--- config.mk ---
export PLATFORM = sky130hd
export DESIGN_NAME = evt_record_packer
export DESIGN_NICKNAME = d
export VERILOG_FILES = /design/src/rtl/evt_pkg.sv /design/src/rtl/evt_chg_detect.sv /design/src/rtl/evt_sec_counter.sv /design/src/rtl/evt_rec_writer.sv /design/src/rtl/evt_record_packer.sv
export SDC_FILE = /design/constraint.sdc
export NUM_CORES = 1
export LEC_CHECK = 0
export ABC_AREA = 1
export BUFFER_PORTS_ARGS = -buffer_cell sky130_fd_sc_hd__buf_2
export CAP_MARGIN = 10
export CORE_AREA = 2 2 199 143
export CTS_BUF_LIST = sky130_fd_sc_hd__clkbuf_4
export DETAILED_ROUTE_END_ITERATION = 8
export DIE_AREA = 0 0 201 145
export HOLD_SLACK_MARGIN = 0.08
export PLACE_DENSITY = 0.47
export SLEW_MARGIN = 20
export SYNTH_ARGS = -nofsm -noshare
export SYNTH_HDL_FRONTEND = slang
export SYNTH_SLANG_ARGS = --single-unit
--- constraint.sdc ---
create_clock -name clk -period 1.8 [get_ports clk]
set_clock_uncertainty 0.15 [all_clocks]
set_input_delay 0.09 -clock clk [delete_from_list [all_inputs] [get_ports clk]]
set_output_delay 0.09 -clock clk [all_outputs]
set_load 0.1 [all_outputs]
--- src/rtl/evt_pkg.sv ---
package evt_pkg;
    localparam int SEC_W  = 30;
    localparam int CHN_W  = 2;
    localparam int REC_W  = SEC_W + CHN_W;
    localparam int BYTE_W = 8;
    localparam int BPR    = REC_W / BYTE_W;   // bytes per record
    localparam int BSEL_W = $clog2(BPR);

    typedef struct packed {
        logic [CHN_W-1:0] chan;
        logic [SEC_W-1:0] secs;
    } evt_rec_t;
endpackage

--- src/rtl/evt_chg_detect.sv ---
module evt_chg_detect #(
    parameter int NUM_CH = 4,
    localparam int IDX_W = $clog2(NUM_CH)
) (
    input  logic              clk,
    input  logic              rst_n,
    input  logic [NUM_CH-1:0] ch_in,
    output logic              ev_valid,
    output logic [IDX_W-1:0]  ev_ch
);
    typedef struct packed {
        logic              primed;
        logic [NUM_CH-1:0] base;
    } det_state_t;

    det_state_t st_d, st_q;
    logic [NUM_CH-1:0] diff;

    always_comb begin
        st_d        = st_q;
        diff        = ch_in ^ st_q.base;
        ev_valid    = st_q.primed && (diff != '0);
        ev_ch       = '0;
        // scan downward so the lowest changed index is left last
        for (int i = NUM_CH - 1; i >= 0; i--) begin
            if (diff[i]) ev_ch = IDX_W'(i);
        end
        st_d.primed = 1'b1;
        st_d.base   = ch_in;
    end

    always_ff @(posedge clk or negedge rst_n) begin
        if (!rst_n) st_q <= '0;
        else        st_q <= st_d;
    end

    // an unchanged input level cannot fire twice in a row
    assert_no_repeat_R2: assert property (@(posedge clk) disable iff (!rst_n)
        ev_valid |=> (!ev_valid || ch_in != $past(ch_in)));
    // the reported channel really differs from the reference
    assert_chan_changed_R3: assert property (@(posedge clk) disable iff (!rst_n)
        ev_valid |-> (ch_in[ev_ch] != st_q.base[ev_ch]));
endmodule

--- src/rtl/evt_sec_counter.sv ---
module evt_sec_counter
    import evt_pkg::*;
(
    input  logic             clk,
    input  logic             rst_n,
    input  logic             sec_tick,
    output logic [SEC_W-1:0] secs
);
    typedef struct packed {
        logic [SEC_W-1:0] cnt;
    } sec_state_t;

    sec_state_t st_d, st_q;

    always_comb begin
        st_d = st_q;
        if (sec_tick) st_d.cnt = st_q.cnt + 1'b1;
        secs = st_q.cnt;
    end

    always_ff @(posedge clk or negedge rst_n) begin
        if (!rst_n) st_q <= '0;
        else        st_q <= st_d;
    end

    // count moves only on a tick
    assert_idle_hold_R5: assert property (@(posedge clk) disable iff (!rst_n)
        !sec_tick |=> $stable(secs));
endmodule

--- src/rtl/evt_rec_writer.sv ---
module evt_rec_writer
    import evt_pkg::*;
#(
    parameter int MAX_RECS = 2000,
    parameter int ADDR_W   = 13,
    localparam int IDX_W   = $clog2(MAX_RECS + 1)
) (
    input  logic              clk,
    input  logic              rst_n,
    input  logic              ev_valid,
    input  evt_rec_t          ev_rec,
    input  logic              mem_rdy,
    output logic [ADDR_W-1:0] mem_addr,
    output logic [BYTE_W-1:0] mem_data,
    output logic              mem_we,
    output logic              full
);
    typedef struct packed {
        logic              busy;
        logic [BSEL_W-1:0] bsel;
        evt_rec_t          cur;
        logic              pend_v;
        evt_rec_t          pend;
        logic [IDX_W-1:0]  wr_idx;
        logic [IDX_W-1:0]  acc_cnt;
    } wr_state_t;

    wr_state_t st_d, st_q;
    logic byte_done, rec_done, take_ev;

    always_comb begin
        st_d      = st_q;
        full      = (st_q.acc_cnt == IDX_W'(MAX_RECS));
        byte_done = st_q.busy && mem_rdy;
        rec_done  = byte_done && (st_q.bsel == BSEL_W'(BPR - 1));
        take_ev   = 1'b0;

        if (byte_done) st_d.bsel = st_q.bsel + 1'b1;
        if (rec_done) begin
            st_d.busy   = 1'b0;
            st_d.wr_idx = st_q.wr_idx + 1'b1;
        end

        // waiting record moves up as soon as the serialiser frees
        if (!st_d.busy && st_q.pend_v) begin
            st_d.busy   = 1'b1;
            st_d.bsel   = '0;
            st_d.cur    = st_q.pend;
            st_d.pend_v = 1'b0;
        end

        if (ev_valid && !full) begin
            if (!st_d.busy) begin
                st_d.busy = 1'b1;
                st_d.bsel = '0;
                st_d.cur  = ev_rec;
                take_ev   = 1'b1;
            end else if (!st_d.pend_v) begin
                st_d.pend_v = 1'b1;
                st_d.pend   = ev_rec;
                take_ev     = 1'b1;
            end
        end
        if (take_ev) st_d.acc_cnt = st_q.acc_cnt + 1'b1;

        mem_we   = st_q.busy;
        mem_addr = ADDR_W'({st_q.wr_idx, st_q.bsel});
        mem_data = BYTE_W'(st_q.cur >> {~st_q.bsel, 3'b000});
    end

    always_ff @(posedge clk or negedge rst_n) begin
        if (!rst_n) st_q <= '0;
        else        st_q <= st_d;
    end

    // a stalled byte keeps its request, address and data
    assert_stall_hold_R7: assert property (@(posedge clk) disable iff (!rst_n)
        (mem_we && !mem_rdy) |=> (mem_we && $stable(mem_addr) && $stable(mem_data)));
    // a waiting record implies the serialiser is occupied
    assert_pend_behind_busy_R8: assert property (@(posedge clk) disable iff (!rst_n)
        st_q.pend_v |-> st_q.busy);
    // full never drops before reset
    assert_full_sticky_R9: assert property (@(posedge clk) disable iff (!rst_n)
        full |=> full);
    // writes stay below the capacity boundary
    assert_addr_bound_R9: assert property (@(posedge clk) disable iff (!rst_n)
        mem_we |-> (int'(mem_addr) < MAX_RECS * BPR));
endmodule

--- src/rtl/evt_record_packer.sv ---
module evt_record_packer
    import evt_pkg::*;
#(
    parameter int NUM_CH    = 4,
    parameter int MAX_RECS  = 2000,
    parameter int MEM_DEPTH = 8192,
    localparam int ADDR_W   = $clog2(MEM_DEPTH)
) (
    input  logic              clk,
    input  logic              rst_n,
    input  logic [NUM_CH-1:0] ch_in,
    input  logic              sec_tick,
    input  logic              mem_rdy,
    output logic [ADDR_W-1:0] mem_addr,
    output logic [7:0]        mem_data,
    output logic              mem_we,
    output logic              full
);
    logic             ev_valid;
    logic [CHN_W-1:0] ev_ch;
    logic [SEC_W-1:0] secs;
    evt_rec_t         ev_rec;

    evt_chg_detect #(.NUM_CH(NUM_CH)) u_det (
        .clk      (clk),
        .rst_n    (rst_n),
        .ch_in    (ch_in),
        .ev_valid (ev_valid),
        .ev_ch    (ev_ch)
    );

    evt_sec_counter u_sec (
        .clk      (clk),
        .rst_n    (rst_n),
        .sec_tick (sec_tick),
        .secs     (secs)
    );

    always_comb begin
        ev_rec.chan = ev_ch;
        ev_rec.secs = secs;
    end

    evt_rec_writer #(.MAX_RECS(MAX_RECS), .ADDR_W(ADDR_W)) u_wr (
        .clk      (clk),
        .rst_n    (rst_n),
        .ev_valid (ev_valid),
        .ev_rec   (ev_rec),
        .mem_rdy  (mem_rdy),
        .mem_addr (mem_addr),
        .mem_data (mem_data),
        .mem_we   (mem_we),
        .full     (full)
    );

    // nothing is requested or flagged in the cycle after reset release
    assert_quiet_start_R1: assert property (@(posedge clk) disable iff (!rst_n)
        $rose(rst_n) |-> (!mem_we && !full));
endmodule

==> summary.md <==
## Yosys
- dfrtp_1 — biggest area consumer among synthesized cells
- 304 x nand2_1, 125 x dfrtp_1, 66 x nand3_1, 61 x inv_1, 51 x nor2_1 — Commonest cells post-synth
- 0 — count of flip-flops with a built-in enable after synthesis
- 857 — number of nets produced by synthesis
- dfrtp_1 — Top FF cell, synth
- 46.65% — area share of the largest cell type after synthesis
- 0 — synth warn
- 844 — number of instances in the synthesized netlist
- 125 — Yosys reg bits
- 7.945 um2 — average instance area after synthesis
- nand2_1 — count leader, synth
- dfrtp_1 47%, nand2_1 17%, nand3_1 4.9% — top cells by area, synth
- 6705 um2 — post-synthesis cell area
- 46.65% — sequential-to-total area share from yosys stat
- 34 — distinct cell type count of the synthesized netlist
- 100.0% — fraction of registers with async set/reset

## Drt
- 15.67 um — routed len/inst
- 507 — number of DRC markers after the initial detailed-route iteration
- 0 — post-detailed-route count of antenna-violating nets
- 6,045 — via count
- 0 — DRC violation count after routing
- 5 — iteration count of the initial detailed-routing pass
- 21.36 mm — total wire length after detailed routing
- 4.435 — detail-routed via count per cell

## Power
- 4.647 nW — static leakage
- 0.6427 mV — maximum VDD drop
- 1387 nW/um2 — power density over the cells

## Final layout
- 3405 um2 — area taken by multi-input logic gates
- 1,363 — Layout Cells excl Fill
- 993 — nets
- 41.09% — layout overhead on the synthesized area
- 0 — antenna fix cells
- 28.53% — proportion of layout cells with a drive suffix above 1
- 3134 um2 — register cell area after layout
- 2,861 — Filler Cell Count

## Setup path
- flip-flop to output pin — Critical Setup Path Class
- u_wr.mem_addr[0]$_DFF_PN0_ — Crit. Startpoint
- buffers and inverters — Worst path top cell family by delay
- flip-flop — crit path launch type
- 15 — critical-path maximum fanout
- dfrtp_1 — cell with the biggest individual delay on the critical path
- 1.84 ns — data arrival time of the critical path
- 0.41 ns — highest cell delay on the worst timing path
- output pin — kind of capture point of the worst setup path
- buf_12 — cell with the most instances on the worst path
- 4 — count of buffer and inverter cells on the critical path
- 1.56 ns — worst path required time
- buf_12, clkinvlp_4, buf_12, o21ai_2, o22ai_4, buf_12 — list of cells traversed by the critical path
- u_wr.mem_addr[0]$_DFF_PN0_ — RR Startpoint

## Run status
- complete, but fails checks — outcome
- setup timing — violations in the final reports

## GRT
- 5,683 — via count of the first global-routing pass
- 14.89% — all-layer global routing usage
- 50 — maximum number of pins on one net before global-route repair
- 33.42 mm — global-route wire length before repair
- 0 — total grt overflow
- 0 — antenna violations before repair

## Clock network
- 17 — Inserted Clock Buffers
- 125 — CTS sink cnt
- built — CTS tree
- 0.55 ns — later-pin clock latency in the skew report
- 2 — number of buffers on the longest clock path
- 4 — total number of H-tree levels
- clkbuf_4 — clock root buffer
- 0.12 ns — clock transition time at the flip-flop clock pins of the worst setup and hold paths

## Timing
- yes — RSZ-0062 raised after global routing
- 65.37% — headroom to the max-slew limit
- 0.5194 ns — measured slew at the worst slew-check pin
- -0.2835 ns — final setup slack of the worst path
- 2.083 ns — Min Clock Period, post-route
- 87 — final-report setup violation count
- 0.4800 GHz — maximum clock rate
- 115.7% — ratio of final minimum period to clock period
- 0.2387 ns — WHS
- 0 — number of hold violations in the final report
- 0 — Max Transition Viols Final

## Placed design
- 1,267 — Cell Count Post-Placement
- 14.02 mm — dpl hpwl
- 30 — port bufs
- 0.8148 — weighted congestion at the end of routability-driven global placement
- -0.03181 ns — worst slack after detailed placement

## Worst hold path
- input pin to flip-flop — Worst Hold Class
- sec_tick — Hold Crit Start

## Floorplanning
- 31 — num ports
- 51 — number of placement rows
- 27,250 um2 — core region area
- 201 um — die outline width
- 29,150 um2 — overall die area
- 145 um — Die Ht
- 24.61% — effective utilization at floorplan

## Job
- 0 — max-cap check violation count

placed cells by master, fill, tap and decap left out, types with 3 or more instances in the layout:
cell type,instances
buf_12,31
buf_16,9
buf_2,17
buf_4,78
buf_6,14
buf_8,3
bufinv_16,3
clkbuf_4,21
clkinv_1,4
clkinv_2,4
dfrtp_1,122
dlygate4sd3_1,12
inv_1,54
inv_2,7
inv_4,3
nand2_1,297
nand2_2,8
nand2_8,5
nand3_1,57
nand3_2,21
nand4_1,43
nor2_1,40
nor2_2,9
nor2_4,13
nor3_1,6
o21ai_0,17
o21ai_1,14
o21ai_2,5
o21ai_4,4
o22ai_4,8
xnor2_1,10
xor2_1,24
flip-flops by register name, summed over array words and instances, names as in the netlist:
| register | flops |
|---|---|
| u_wr.mem_addr | 13 |
| u_sec.secs | 30 |
| u_wr.mem_we | 1 |
| u_det.st_q | 5 |
| u_wr.st_q | 76 |
repair_timing:
| action | CTS | global route |
|---|---|---|
| hold buffers | 12 | 0 |
| gates resized for setup | 80 | 44 |
| setup endpoints to repair | 63 | 100 |
| pin swaps | 8 | 10 |
| setup buffers | 27 | 14 |
| hold endpoints to repair | 166 | 0 |
| cloned | 9 | 3 |
through the flow:
step	power, mW	setup TNS (ns)	cell area, um2	utilization (%)
2_1_floorplan	7.790	-0.08026	6820	-
3_3_place_gp	9.729	-0.07075	7928	29.09
3_5_place_dp	9.754	-0.3749	7928	29.09
4_1_cts	12.79	-16.59	9099	33.39
5_1_grt	13.86	-25.25	9460	34.72
6_report	13.12	-16.77	9460	34.72
cell families after synthesis:
| kind of cell | count (synthesis) | synth area share [%] |
|---|---|---|
| adder cells (fa/ha/maj) | 5 | 0.9330 |
| other | 1 | 0.05593 |
| AO/OA/AOI/OAI | 52 | 4.124 |
| buffers and inverters | 117 | 8.696 |
| AND/OR/NAND/NOR | 509 | 34.93 |
| XOR/XNOR | 34 | 4.441 |
| multiplexers | 1 | 0.1679 |
| flip-flops | 125 | 46.65 |
final cells by class:
cell class | count | area share [%]
clock buffers | 20 | 1.587
clock inverters | 11 | 1.323
inverters | 66 | 2.777
multi-input cells | 603 | 35.99
flip-flops and latches | 125 | 33.13
well taps | 371 | 4.907
repair buffers | 167 | 20.29
metal layers:
layer | vias up | wire length [um] | part of all wire (%) | track usage, %
li1 | 2984 | - | - | -
met1 | 2898 | 11030 | 52 | 23.43
met2 | 151 | 8751 | 41 | 19.76
met3 | 12 | 1365 | 6.4 | 3.863
met4 | 0 | 212 | 0.99 | 3.444
met5 | - | 0 | 0 | 0
where the power goes:
group	switching [mW]	total (mW)	leakage (nW)	internal, mW
clock network	1.10	2.07	0.156	0.974
registers	0.569	4.01	1.59	3.44
logic	4.20	7.04	2.90	2.84
worst paths after layout:
| check | endpoint | slack (ns) | cells after the start |
|---|---|---|---|
| worst max-delay path | mem_data[2] | -0.28 | 6 |
| worst min-delay path | u_sec.secs[0]$_DFFE_PN0P_ | 0.24 | 3 |
| worst max register to register | u_wr.st_q[71]$_DFF_PN0_ | -0.27 | 13 |
| worst min register to register | u_wr.st_q[29]$_DFFE_PN0P_ | 0.33 | 2 |
| max in group asynchronous | u_sec.secs[1]$_DFFE_PN0P_ | 0.32 | 4 |
| min in group asynchronous | u_wr.mem_addr[9]$_DFFE_PN0P_ | 0.44 | 3 |
tightest hold or removal path, cell delays in order:
cell and delay (ns):
dlygate4sd3_1 0.52, buf_2 0.20, xor2_1 0.09
Note: power is estimated with default switching activity, not from simulation.
